### src/rtl/cwg_pkg.sv
package cwg_pkg;
  localparam int SAMP_W = 16;
  localparam int ANG_W  = 14;   // 2*pi == 2**ANG_W

  typedef enum logic [1:0] {
    WV_FLAT = 2'd0,
    WV_TONE = 2'd1,
    WV_RAND = 2'd2
  } wave_e;

  typedef enum logic [1:0] {
    ST_OFF  = 2'd0,
    ST_CALC = 2'd1,
    ST_HOLD = 2'd2
  } gen_st_e;

  localparam logic [2:0] OFS_EN     = 3'd0;
  localparam logic [2:0] OFS_SPP    = 3'd1;
  localparam logic [2:0] OFS_WAVE   = 3'd2;
  localparam logic [2:0] OFS_GAIN   = 3'd3;
  localparam logic [2:0] OFS_CONST  = 3'd4;
  localparam logic [2:0] OFS_STEP   = 3'd5;
  localparam logic [2:0] OFS_PHASOR = 3'd6;

  // arctan(2**-i) in units of pi/8192
  function automatic logic [ANG_W-1:0] atan_lut(input logic [3:0] idx);
    logic [ANG_W-1:0] a;
    case (idx)
      4'd1:    a = 14'd1209;
      4'd2:    a = 14'd639;
      4'd3:    a = 14'd324;
      4'd4:    a = 14'd163;
      4'd5:    a = 14'd81;
      4'd6:    a = 14'd41;
      4'd7:    a = 14'd20;
      4'd8:    a = 14'd10;
      4'd9:    a = 14'd5;
      4'd10:   a = 14'd3;
      4'd11:   a = 14'd1;
      4'd12:   a = 14'd1;
      default: a = 14'd0;
    endcase
    return a;
  endfunction
endpackage

### src/rtl/cwg_regs.sv
module cwg_regs
  import cwg_pkg::*;
#(
  parameter int               SPP_W   = 16,
  parameter logic [SPP_W-1:0] SPP_RST = 16
) (
  input  logic              clk,
  input  logic              rst_n,
  input  logic              we,
  input  logic [2:0]        addr,
  input  logic [31:0]       wdata,
  output logic              en,
  output wave_e             wave,
  output logic [15:0]       gain,
  output logic [31:0]       cval,
  output logic [ANG_W-1:0]  step,
  output logic [31:0]       phasor,
  output logic [SPP_W-1:0]  spp,
  output logic              phasor_wr,
  output logic              bad
);
  logic             en_d, bad_d;
  wave_e            wave_d;
  logic [15:0]      gain_d;
  logic [31:0]      cval_d, phasor_d;
  logic [ANG_W-1:0] step_d;
  logic [SPP_W-1:0] spp_d;

  assign phasor_wr = we && (addr == OFS_PHASOR);

  always_comb begin
    en_d     = en;
    wave_d   = wave;
    gain_d   = gain;
    cval_d   = cval;
    step_d   = step;
    phasor_d = phasor;
    spp_d    = spp;
    bad_d    = we && (addr == 3'd7);
    if (we) begin
      case (addr)
        OFS_EN:     en_d     = wdata[0];
        OFS_SPP:    spp_d    = wdata[SPP_W-1:0];
        OFS_WAVE:   if (wdata[1:0] != 2'd3) wave_d = wave_e'(wdata[1:0]);
        OFS_GAIN:   gain_d   = wdata[15:0];
        OFS_CONST:  cval_d   = wdata;
        OFS_STEP:   step_d   = wdata[ANG_W-1:0];
        OFS_PHASOR: phasor_d = wdata;
        default: ;
      endcase
    end
  end

  always_ff @(posedge clk or negedge rst_n) begin
    if (!rst_n) begin
      en     <= 1'b0;
      wave   <= WV_FLAT;
      gain   <= 16'h7FFF;
      cval   <= '0;
      step   <= '0;
      phasor <= '0;
      spp    <= SPP_RST;
      bad    <= 1'b0;
    end else begin
      en     <= en_d;
      wave   <= wave_d;
      gain   <= gain_d;
      cval   <= cval_d;
      step   <= step_d;
      phasor <= phasor_d;
      spp    <= spp_d;
      bad    <= bad_d;
    end
  end
endmodule

### src/rtl/cwg_cordic.sv
module cwg_cordic
  import cwg_pkg::*;
#(
  parameter int ITER = 12,
  parameter int XW   = SAMP_W + 2
) (
  input  logic                    clk,
  input  logic                    rst_n,
  input  logic                    start,
  input  logic signed [SAMP_W-1:0] x_in,
  input  logic signed [SAMP_W-1:0] y_in,
  input  logic [ANG_W-1:0]        ang,
  output logic                    busy,
  output logic signed [XW-1:0]    x_out,
  output logic signed [XW-1:0]    y_out
);
  localparam int CW = $clog2(ITER + 1);

  logic signed [XW-1:0]    x_q, y_q, x_d, y_d, xs, ys, x0, y0, xsh, ysh;
  logic signed [ANG_W-1:0] z_q, z_d, res;
  logic [ANG_W-1:0]        t;
  logic [CW-1:0]           it_q, it_d;
  logic                    busy_d;

  // fold the angle into +-pi/4 around one of four quarter turns
  always_comb begin
    t   = ang + ANG_W'(2048);
    res = $signed({2'b00, t[11:0]}) - 14'sd2048;
    xs  = XW'(x_in);
    ys  = XW'(y_in);
    case (t[13:12])
      2'd0:    begin x0 = xs;  y0 = ys;  end
      2'd1:    begin x0 = -ys; y0 = xs;  end
      2'd2:    begin x0 = -xs; y0 = -ys; end
      default: begin x0 = ys;  y0 = -xs; end
    endcase
  end

  always_comb begin
    xsh    = x_q >>> it_q;
    ysh    = y_q >>> it_q;
    x_d    = x_q;
    y_d    = y_q;
    z_d    = z_q;
    it_d   = it_q;
    busy_d = busy;
    if (start) begin
      x_d    = x0;
      y_d    = y0;
      z_d    = res;
      it_d   = CW'(1);
      busy_d = 1'b1;
    end else if (busy) begin
      if (!z_q[ANG_W-1]) begin
        x_d = x_q - ysh;
        y_d = y_q + xsh;
        z_d = z_q - $signed(atan_lut(4'(it_q)));
      end else begin
        x_d = x_q + ysh;
        y_d = y_q - xsh;
        z_d = z_q + $signed(atan_lut(4'(it_q)));
      end
      it_d = it_q + CW'(1);
      if (it_q == CW'(ITER)) busy_d = 1'b0;
    end
  end

  always_ff @(posedge clk or negedge rst_n) begin
    if (!rst_n) begin
      x_q  <= '0;
      y_q  <= '0;
      z_q  <= '0;
      it_q <= '0;
      busy <= 1'b0;
    end else begin
      x_q  <= x_d;
      y_q  <= y_d;
      z_q  <= z_d;
      it_q <= it_d;
      busy <= busy_d;
    end
  end

  assign x_out = x_q;
  assign y_out = y_q;
endmodule

### src/rtl/cwg_scale.sv
module cwg_scale #(
  parameter int IN_W = 18
) (
  input  logic signed [IN_W-1:0] v,
  input  logic signed [15:0]     g,
  output logic signed [15:0]     y
);
  localparam int PW = IN_W + 16;
  localparam logic signed [PW-1:0] MAXV = PW'(32767);
  localparam logic signed [PW-1:0] MINV = -PW'(32768);

  logic signed [PW-1:0] prod, sh;

  always_comb begin
    prod = PW'(v) * PW'(g);
    sh   = (prod + PW'(16384)) >>> 15;
    if (sh > MAXV)      y = 16'sh7FFF;
    else if (sh < MINV) y = 16'sh8000;
    else                y = sh[15:0];
  end
endmodule

### src/rtl/cplx_wavegen.sv
module cplx_wavegen
  import cwg_pkg::*;
#(
  parameter int               SPP_W   = 16,
  parameter logic [SPP_W-1:0] SPP_RST = 16,
  parameter int               ITER    = 12
) (
  input  logic        clk,
  input  logic        rst_n,
  input  logic        cfg_we,
  input  logic [2:0]  cfg_addr,
  input  logic [31:0] cfg_wdata,
  output logic        cfg_err,
  output logic        m_valid,
  input  logic        m_ready,
  output logic [31:0] m_data,
  output logic        m_last
);
  localparam int XW = SAMP_W + 2;
  localparam int NW = 32;

  logic [1:0]       rs_q;
  logic             rst_ni;
  logic             en, phasor_wr;
  wave_e            wave;
  logic [15:0]      gain;
  logic [31:0]      cval, phasor;
  logic [ANG_W-1:0] step, phase_q, phase_d;
  logic [SPP_W-1:0] spp, spp_eff, cnt_q, cnt_d;
  logic [NW-1:0]    lfsr_q, lfsr_d;
  logic [31:0]      smp_q, smp_d;
  gen_st_e          st_q, st_d;
  logic             accept, start, cap, is_last, cbusy;
  logic signed [XW-1:0]     cx, cy;
  logic signed [XW-1:0]     src [2];
  logic signed [SAMP_W-1:0] scaled [2];

  // reset: asserted asynchronously, released on the clock
  always_ff @(posedge clk or negedge rst_n) begin
    if (!rst_n) rs_q <= 2'b00;
    else        rs_q <= {rs_q[0], 1'b1};
  end
  assign rst_ni = rs_q[1];

  cwg_regs #(.SPP_W(SPP_W), .SPP_RST(SPP_RST)) u_regs (
    .clk(clk), .rst_n(rst_ni), .we(cfg_we), .addr(cfg_addr), .wdata(cfg_wdata),
    .en(en), .wave(wave), .gain(gain), .cval(cval), .step(step),
    .phasor(phasor), .spp(spp), .phasor_wr(phasor_wr), .bad(cfg_err)
  );

  cwg_cordic #(.ITER(ITER), .XW(XW)) u_rot (
    .clk(clk), .rst_n(rst_ni), .start(start),
    .x_in(phasor[31:16]), .y_in(phasor[15:0]), .ang(phase_d),
    .busy(cbusy), .x_out(cx), .y_out(cy)
  );

  always_comb begin
    case (wave)
      WV_TONE: begin src[0] = cx; src[1] = cy; end
      WV_RAND: begin
        src[0] = XW'($signed(lfsr_q[31:16]));
        src[1] = XW'($signed(lfsr_q[15:0]));
      end
      default: begin
        src[0] = XW'($signed(cval[31:16]));
        src[1] = XW'($signed(cval[15:0]));
      end
    endcase
  end

  for (genvar ln = 0; ln < 2; ln++) begin : g_lane
    cwg_scale #(.IN_W(XW)) u_scale (
      .v(src[ln]), .g($signed(gain)), .y(scaled[ln])
    );
  end

  assign spp_eff = (spp == '0) ? SPP_W'(1) : spp;
  assign is_last = (cnt_q >= spp_eff - SPP_W'(1));
  assign m_valid = (st_q == ST_HOLD) && en;
  assign m_last  = m_valid && is_last;
  assign m_data  = smp_q;
  assign accept  = m_valid && m_ready;
  assign start   = en && ((st_q == ST_OFF) || accept);
  assign cap     = (st_q == ST_CALC) && ((wave != WV_TONE) || !cbusy);

  always_comb begin
    phase_d = phase_q;
    if (phasor_wr)                         phase_d = '0;
    else if (accept && (wave == WV_TONE))  phase_d = phase_q + step;

    lfsr_d = lfsr_q;
    if (accept && (wave == WV_RAND))
      lfsr_d = {lfsr_q[NW-2:0], lfsr_q[31] ^ lfsr_q[21] ^ lfsr_q[1] ^ lfsr_q[0]};

    cnt_d = cnt_q;
    if (!en)         cnt_d = '0;
    else if (accept) cnt_d = is_last ? '0 : cnt_q + SPP_W'(1);

    smp_d = cap ? {scaled[0], scaled[1]} : smp_q;

    st_d = st_q;
    if (!en) st_d = ST_OFF;
    else begin
      case (st_q)
        ST_OFF:  st_d = ST_CALC;
        ST_CALC: if (cap) st_d = ST_HOLD;
        default: if (accept) st_d = ST_CALC;
      endcase
    end
  end

  always_ff @(posedge clk or negedge rst_ni) begin
    if (!rst_ni) begin
      phase_q <= '0;
      lfsr_q  <= NW'(1);
      cnt_q   <= '0;
      smp_q   <= '0;
      st_q    <= ST_OFF;
    end else begin
      phase_q <= phase_d;
      lfsr_q  <= lfsr_d;
      cnt_q   <= cnt_d;
      smp_q   <= smp_d;
      st_q    <= st_d;
    end
  end
endmodule

### config.mk
export PLATFORM = sky130hd
export DESIGN_NAME = cplx_wavegen
export DESIGN_NICKNAME = d
export VERILOG_FILES = /design/src/rtl/cwg_pkg.sv /design/src/rtl/cwg_regs.sv /design/src/rtl/cwg_cordic.sv /design/src/rtl/cwg_scale.sv /design/src/rtl/cplx_wavegen.sv
export SDC_FILE = /design/constraint.sdc
export NUM_CORES = 2
export LEC_CHECK = 0
export BUFFER_PORTS_ARGS = -buffer_cell sky130_fd_sc_hd__buf_4
export CAP_MARGIN = 20
export CORE_ASPECT_RATIO = 0.6
export CORE_MARGIN = 1.5
export CORE_UTILIZATION = 55
export DETAILED_ROUTE_END_ITERATION = 8
export PLACE_DENSITY = 0.82
export SETUP_SLACK_MARGIN = 0.5
export SYNTH_ARGS = -nofsm -noshare
export SYNTH_HDL_FRONTEND = slang
export SYNTH_SLANG_ARGS = --single-unit
### constraint.sdc
create_clock -name clk -period 23 [get_ports clk]
set_input_delay 1.15 -clock clk [delete_from_list [all_inputs] [get_ports clk]]
set_output_delay 1.15 -clock clk [all_outputs]
set_load 0.02 [all_outputs]
* After elaboration in Yosys (flattened, before gate mapping)
Memory sizes are Yosys's and may differ from the RTL's. Index checks and enable logic that the tools add are counted.
Word-level totals: output and inout bits 35, ROM bits 352, memories 2, bits of input ports 39, register bits after elaboration 267, logic and storage cells 130
Cells by class: bitwise gates (word level) 3, magnitude comparators 5, equal/unequal tests 19, reduce and logical (&&, ||, !) cells 25, multipliers 2, add/sub/neg operators 16, shifts and indexed selects 2, muxes and demuxes 37
Memory list:
- (no name shown) | words 16, bits a word 11, rd ports 1, clocked after memory_dff 0, wr ports 0, line cwg_pkg.sv:28 | case (idx)
- (no name shown) | words 16, bits a word 11, rd ports 1, clocked after memory_dff 0, wr ports 0, line cwg_pkg.sv:28
Operators with widths (count):
- $mux W14 | 11
- $mux W16 | 8
- $mux W18 | 6
- $pmux W18 S3 | 2
- $pmux W36 S2 | 1
- $add A34 B16 Y34 const B | 2
- $mul A18 B16 Y34 | 2
- $gt A19 B16 Y1 const B | 2
- $lt A19 B16 Y1 const B | 2
- $add A18 B18 Y18 | 2
- $neg A16 Y18 | 2
- $sshr A18 B4 Y18 | 2
- $sub A18 B18 Y18 | 2
- $add A14 B14 Y14 | 2
- $add A16 B1 Y16 const B | 1
- $ge A16 B16 Y1 | 1
- $logic_not A16 Y1 | 1
- $sub A16 B1 Y16 const B | 1
- $add A14 B12 Y14 const B | 1
- $reduce_and A2 Y1 | 7
- $sub A14 B14 Y14 | 1
- $sub A12 B12 Y13 const B | 1
- $eq A3 B3 Y1 const B | 4
- $logic_and A1 B1 Y1 | 9
- 21 further kinds | 36

* Depth between registers and ports, before layout
depth in word-level cells 10, depth in mapped cells 35, depth with buffers taken out 30

* Modules after synthesis
Synthesis repeated with hierarchy kept, for this count alone.
Unflattened totals: cells, all modules 4379, area, all modules 41024.3 um2
Modules (own cells, without submodules):
- cwg_scale at g_lane[1].u_scale | area an instance 10958.0 um2, seq. area each 0.0 um2, cells each 1227, instances 1
- cwg_scale at g_lane[0].u_scale | area an instance 10941.7 um2, seq. area each 0.0 um2, cells each 1234, instances 1
- cwg_cordic | area an instance 8778.4 um2, seq. area each 1376.3 um2, cells each 1055, instances 1
- cplx_wavegen | area an instance 5948.2 um2, seq. area each 2453.6 um2, cells each 611, instances 1
- cwg_regs | area an instance 4398.0 um2, seq. area each 2872.8 um2, cells each 252, instances 1

* Least setup slack after synthesis
No wires, ideal clock.
kind flip-flop to flip-flop, from register u_regs.wave[0], to register smp_q[11] (netlist: m_data[11]), cell stages (with the launch flop) 32, arrival 8.077 ns, required time 22.874 ns, clock period less this slack 8.203 ns, path buffers 4, slack 14.797 ns, setup time 0.126 ns, cells stage by stage dfrtp_1 inv_1 ha_1 clkbuf_1 buf_1 a22oi_1 o21ai_0 clkbuf_1 nand2_1 fa_1 fa_1 fa_1 inv_1 fa_1 fa_1 inv_1 fa_1 inv_1 ha_1 nand4_1 nor4_1 a31oi_1 a2111oi_2 nor3_1 o21ai_1 nand3_1 o21ai_2 or3_1 o311a_1 a31oi_2 buf_4 a221o_1
On the way: longest elaborated chain between the ends 7, elaborated cells between the ends (all ways) 12, those cells by class add/sub: 1; mul: 1; order compare: 2; eq/ne: 3; mux: 3; reduce/logical: 2
Ends and longest elaborated chain:
- from (decl) | line cwg_regs.sv:13 | output wave_e wave,
- from (signal assigned) | line cwg_regs.sv:66 | wave <= wave_d;
- $eq A2 B2 Y1 or $eq A2 B1 Y1 (tied branches) | line cplx_wavegen.sv:58 | case (wave)
- $pmux W36 S2 | line cplx_wavegen.sv:58
- $mul A18 B16 Y34 | line cwg_scale.sv:15 | prod = PW'(v) * PW'(g);
- $add A34 B16 Y34 | line cwg_scale.sv:16 | sh = (prod + PW'(16384)) >>> 15;
- $lt A19 B16 Y1 | line cwg_scale.sv:18 | else if (sh < MINV) y = 16'sh8000;
- $mux W16 | line cwg_scale.sv:18
- $mux W16 | line cwg_scale.sv:17 | if (sh > MAXV) y = 16'sh7FFF;
- to (signal assigned) | line cplx_wavegen.sv:123 | smp_q <= smp_d;
- to (decl) | line cplx_wavegen.sv:31 | logic [31:0] smp_q, smp_d;
Several ways; a longest one is shown, not always the timed one. A chain may end at the register's enable or synchronous reset.

* Final worst setup path
from register u_regs.wave[0], to register smp_q[21] (netlist: m_data[21])
The elaborated chain is that of the path after synthesis.

==> impl_metrics.ini <==
[clock_network]
clk_pin_slew_ns = 0.07
cts.path.max_buffers = 3
htree_levels = 1
cts-root-buf = clkbuf_16
cts_tree = yes
cts_resized = 0
clock_sinks = 267
cts_setup_buffers = 0
clk-insertion-delay-late_ns = 0.61
cts.hold.buffers_added = 0
numCtsBuffers = 29

[worst_setup_path]
r2r-end = m_data[21]
end_kind = flip-flop
r2r_slack_ns = 13.83
crit_required_ns = 23.52
critPathMaxFanout = 33
cp-start-kind = flip-flop
rr_worst_depth = 27
crit_start = u_regs.wave[0]
worstSetupPathType = reg2reg
timing.rr.start = u_regs.wave[0]
cp-endpoint = m_data[21]
cp.arrival_ns = 9.69

[route]
routed_wl_um = 104000
vias_per_cell = 5.85
drc = 0
vias = 30100
drt_first_pass_iters = 6
wire_per_inst_um = 20.1
drt-initial-drc-count = 3196
final_antenna_net_count = 0

[die]
core_mm2 = 0.0701
fp.dieH_um = 209
num_rows = 75
dieArea_mm2 = 0.0727
die_w_um = 347
ios = 74
initial_core_util = 0.557

[synthesis]
synth-edff-count = 0
syn_nets = 5109
ys_ff_latch = 267
syn_area_mm2 = 0.0390
ys_types = 87
synth_warnings = 0
syn_avg_cell_area_um2 = 9.23
yosysSeqAreaShare = 0.172
synthArstFlopShare = 1.00
synth_flop_cell = dfrtp_1
synthCells = 4233

[sta]
drv_slew = 0
fin_skew_ns = 0.0186
fmax_mhz = 109
max-slew-margin-rel = 0.300
worstMarginPinSlew_ns = 1.05
setup_viol = 0
fin_crit_ns = 9.17
hold_viol = 0
rsz0062_at_grt = false
period_share = 0.399
setup_tns_ns = 0

[grt]
grt_pass1_vias = 30900
antenna_found_initial = 4
overflow = 0
grt_max_degree = 73
grt_usage = 0.294
grt_pass1_wl_um = 170000

[cells_and_area]
synthToLayoutAreaGrowth_pct = 6.32
final_layout_size_suffix_gt1_frac = 0.0971
n_fill_cell = 5770
nets = 5076

[place]
dp_hpwl_um = 79000
gp_congestion = 0.971
numPortBuffers = 73

[run]
max_cap_viol_count = 0

[outcome]
status = completed

[min_path]
hold_class = in2async
-- worst min-delay path by stage --
stage                 start      end  slack [ns]  cells past startpoint
floorplan           rs_q[0]  rs_q[1]        0.33                      0
global placement    rs_q[0]  rs_q[1]        0.34                      0
detailed placement  rs_q[0]  rs_q[1]        0.34                      0
CTS                   rst_n  rs_q[1]        0.31                      1
global route          rst_n  rs_q[1]        0.31                      1
finish                rst_n  rs_q[1]        0.33                      1
-- cell usage after synthesis (11+ instances only) --
library cell,n,area [µm²]
mux4_2,29,653
a21oi_1,171,856
o22ai_1,21,131
nor3_1,34,170
nor2b_1,29,181
inv_1,696,2610
nand4_1,11,68.8
ha_1,253,3170
a211oi_1,18,135
nand3_1,33,165
clkbuf_1,162,608
nand2_1,569,2140
xor2_1,61,534
dfstp_2,17,447
or3_1,12,75.1
a31oi_1,31,194
mux2_2,126,1420
a21o_1,60,450
xnor2_1,138,1210
nand2b_1,30,188
buf_2,13,65.1
a22oi_1,32,240
buf_1,25,93.8
and2_1,273,1710
dfrtp_1,250,6260
nor2_1,194,728
o21ai_0,103,515
a221o_1,16,160
and3_1,20,125
mux2i_1,56,561
o21bai_1,13,97.6
fa_1,584,11700
-- cell type report --
class	instances	area, µm²	share of cell area
Multi-Input combinational cell	3064	29000	0.698
Clock buffer	35	808	0.0195
Antenna cell	3	7.51	0.000181
Sequential cell	267	6710	0.162
Tap cell	924	1160	0.0278
Clock inverter	19	189	0.00455
Inverter	697	2620	0.0630
Timing Repair Buffer	141	1070	0.0258
-- routing by layer --
layer | GRT usage | up-vias | part of all wire
met5 | 0 | - | 0.00083
met4 | 0.0641 | 8 | 0.020
met3 | 0.114 | 169 | 0.14
met2 | 0.415 | 1593 | 0.41
met1 | 0.428 | 15000 | 0.43
li1 | - | 13400 | -
-- cells in the final DEF (no fill, tap or decap), types with 16 or more instances in the layout --
master,instances
xnor2_1,138
mux2i_1,56
a211oi_1,18
clkbuf_16,29
xor2_1,61
nand2b_1,30
inv_1,696
a221o_1,16
mux4_2,29
o21ai_0,81
a21oi_1,168
o21ai_1,23
a31oi_1,31
buf_4,139
nand2_1,569
nor2_1,192
and3_1,20
a22oi_1,32
dfstp_2,17
mux2_2,126
a21o_1,60
o22ai_1,21
dfrtp_1,247
ha_1,252
fa_1,584
nand3_1,33
and2_1,273
nor2b_1,29
nor3_1,33
-- sequential cells by signal (all words and copies together) (netlist names), 16 cells and up --
name	count
m_data	32
u_regs.cval	32
u_regs.gain	16
cnt_q	16
lfsr_q	32
u_regs.spp	16
u_rot.y_out	18
u_regs.phasor	32
u_rot.x_out	18
-- critical path: stages, from the launching register on --
cell and delay (ns):
dfrtp_1 0.40, inv_1 0.07, ha_2 0.61, a22oi_1 0.21, o21ai_2 0.77, nand2_1 0.21, fa_1 0.55, fa_1 0.47
fa_1 0.54, inv_1 0.05, fa_1 0.50, fa_1 0.50, inv_1 0.06, fa_1 0.47, inv_1 0.04, ha_1 0.29
a21o_1 0.18, a21o_1 0.17, a211oi_1 0.29, o21a_1 0.43, o21bai_1 0.14, a41oi_1 0.29, a31oi_1 0.20, a221o_1 0.40
xnor2_1 0.14, o21ai_1 0.72, nand3_1 0.18, a21oi_1 0.18
-- kinds of logic after synthesis --
logic type	after synthesis	synth area share
simple gates	1253	0.152
buf+inv	902	0.0881
fa+ha+maj	837	0.380
compound gates	555	0.0909
flops	267	0.172
mux	219	0.0725
xor+xnor	199	0.0446
other cells	1	0.0000960
-- per-stage QoR --
stage,util,instances,worst slack (ns),hold slack [ns],instance area (µm²)
floorplan,-,4233,14.80,0.331,39100
global placement,0.577,5089,14.03,0.335,40500
detailed placement,0.577,5089,13.73,0.338,40500
CTS,0.592,5143,13.70,0.307,41500
global route,0.592,5147,13.32,0.314,41500
finish,0.592,5150,13.83,0.327,41500
Power is left out: the tool's default activity adds up to more than one toggle a clock period on the data nets, which glitch-free logic cannot reach.
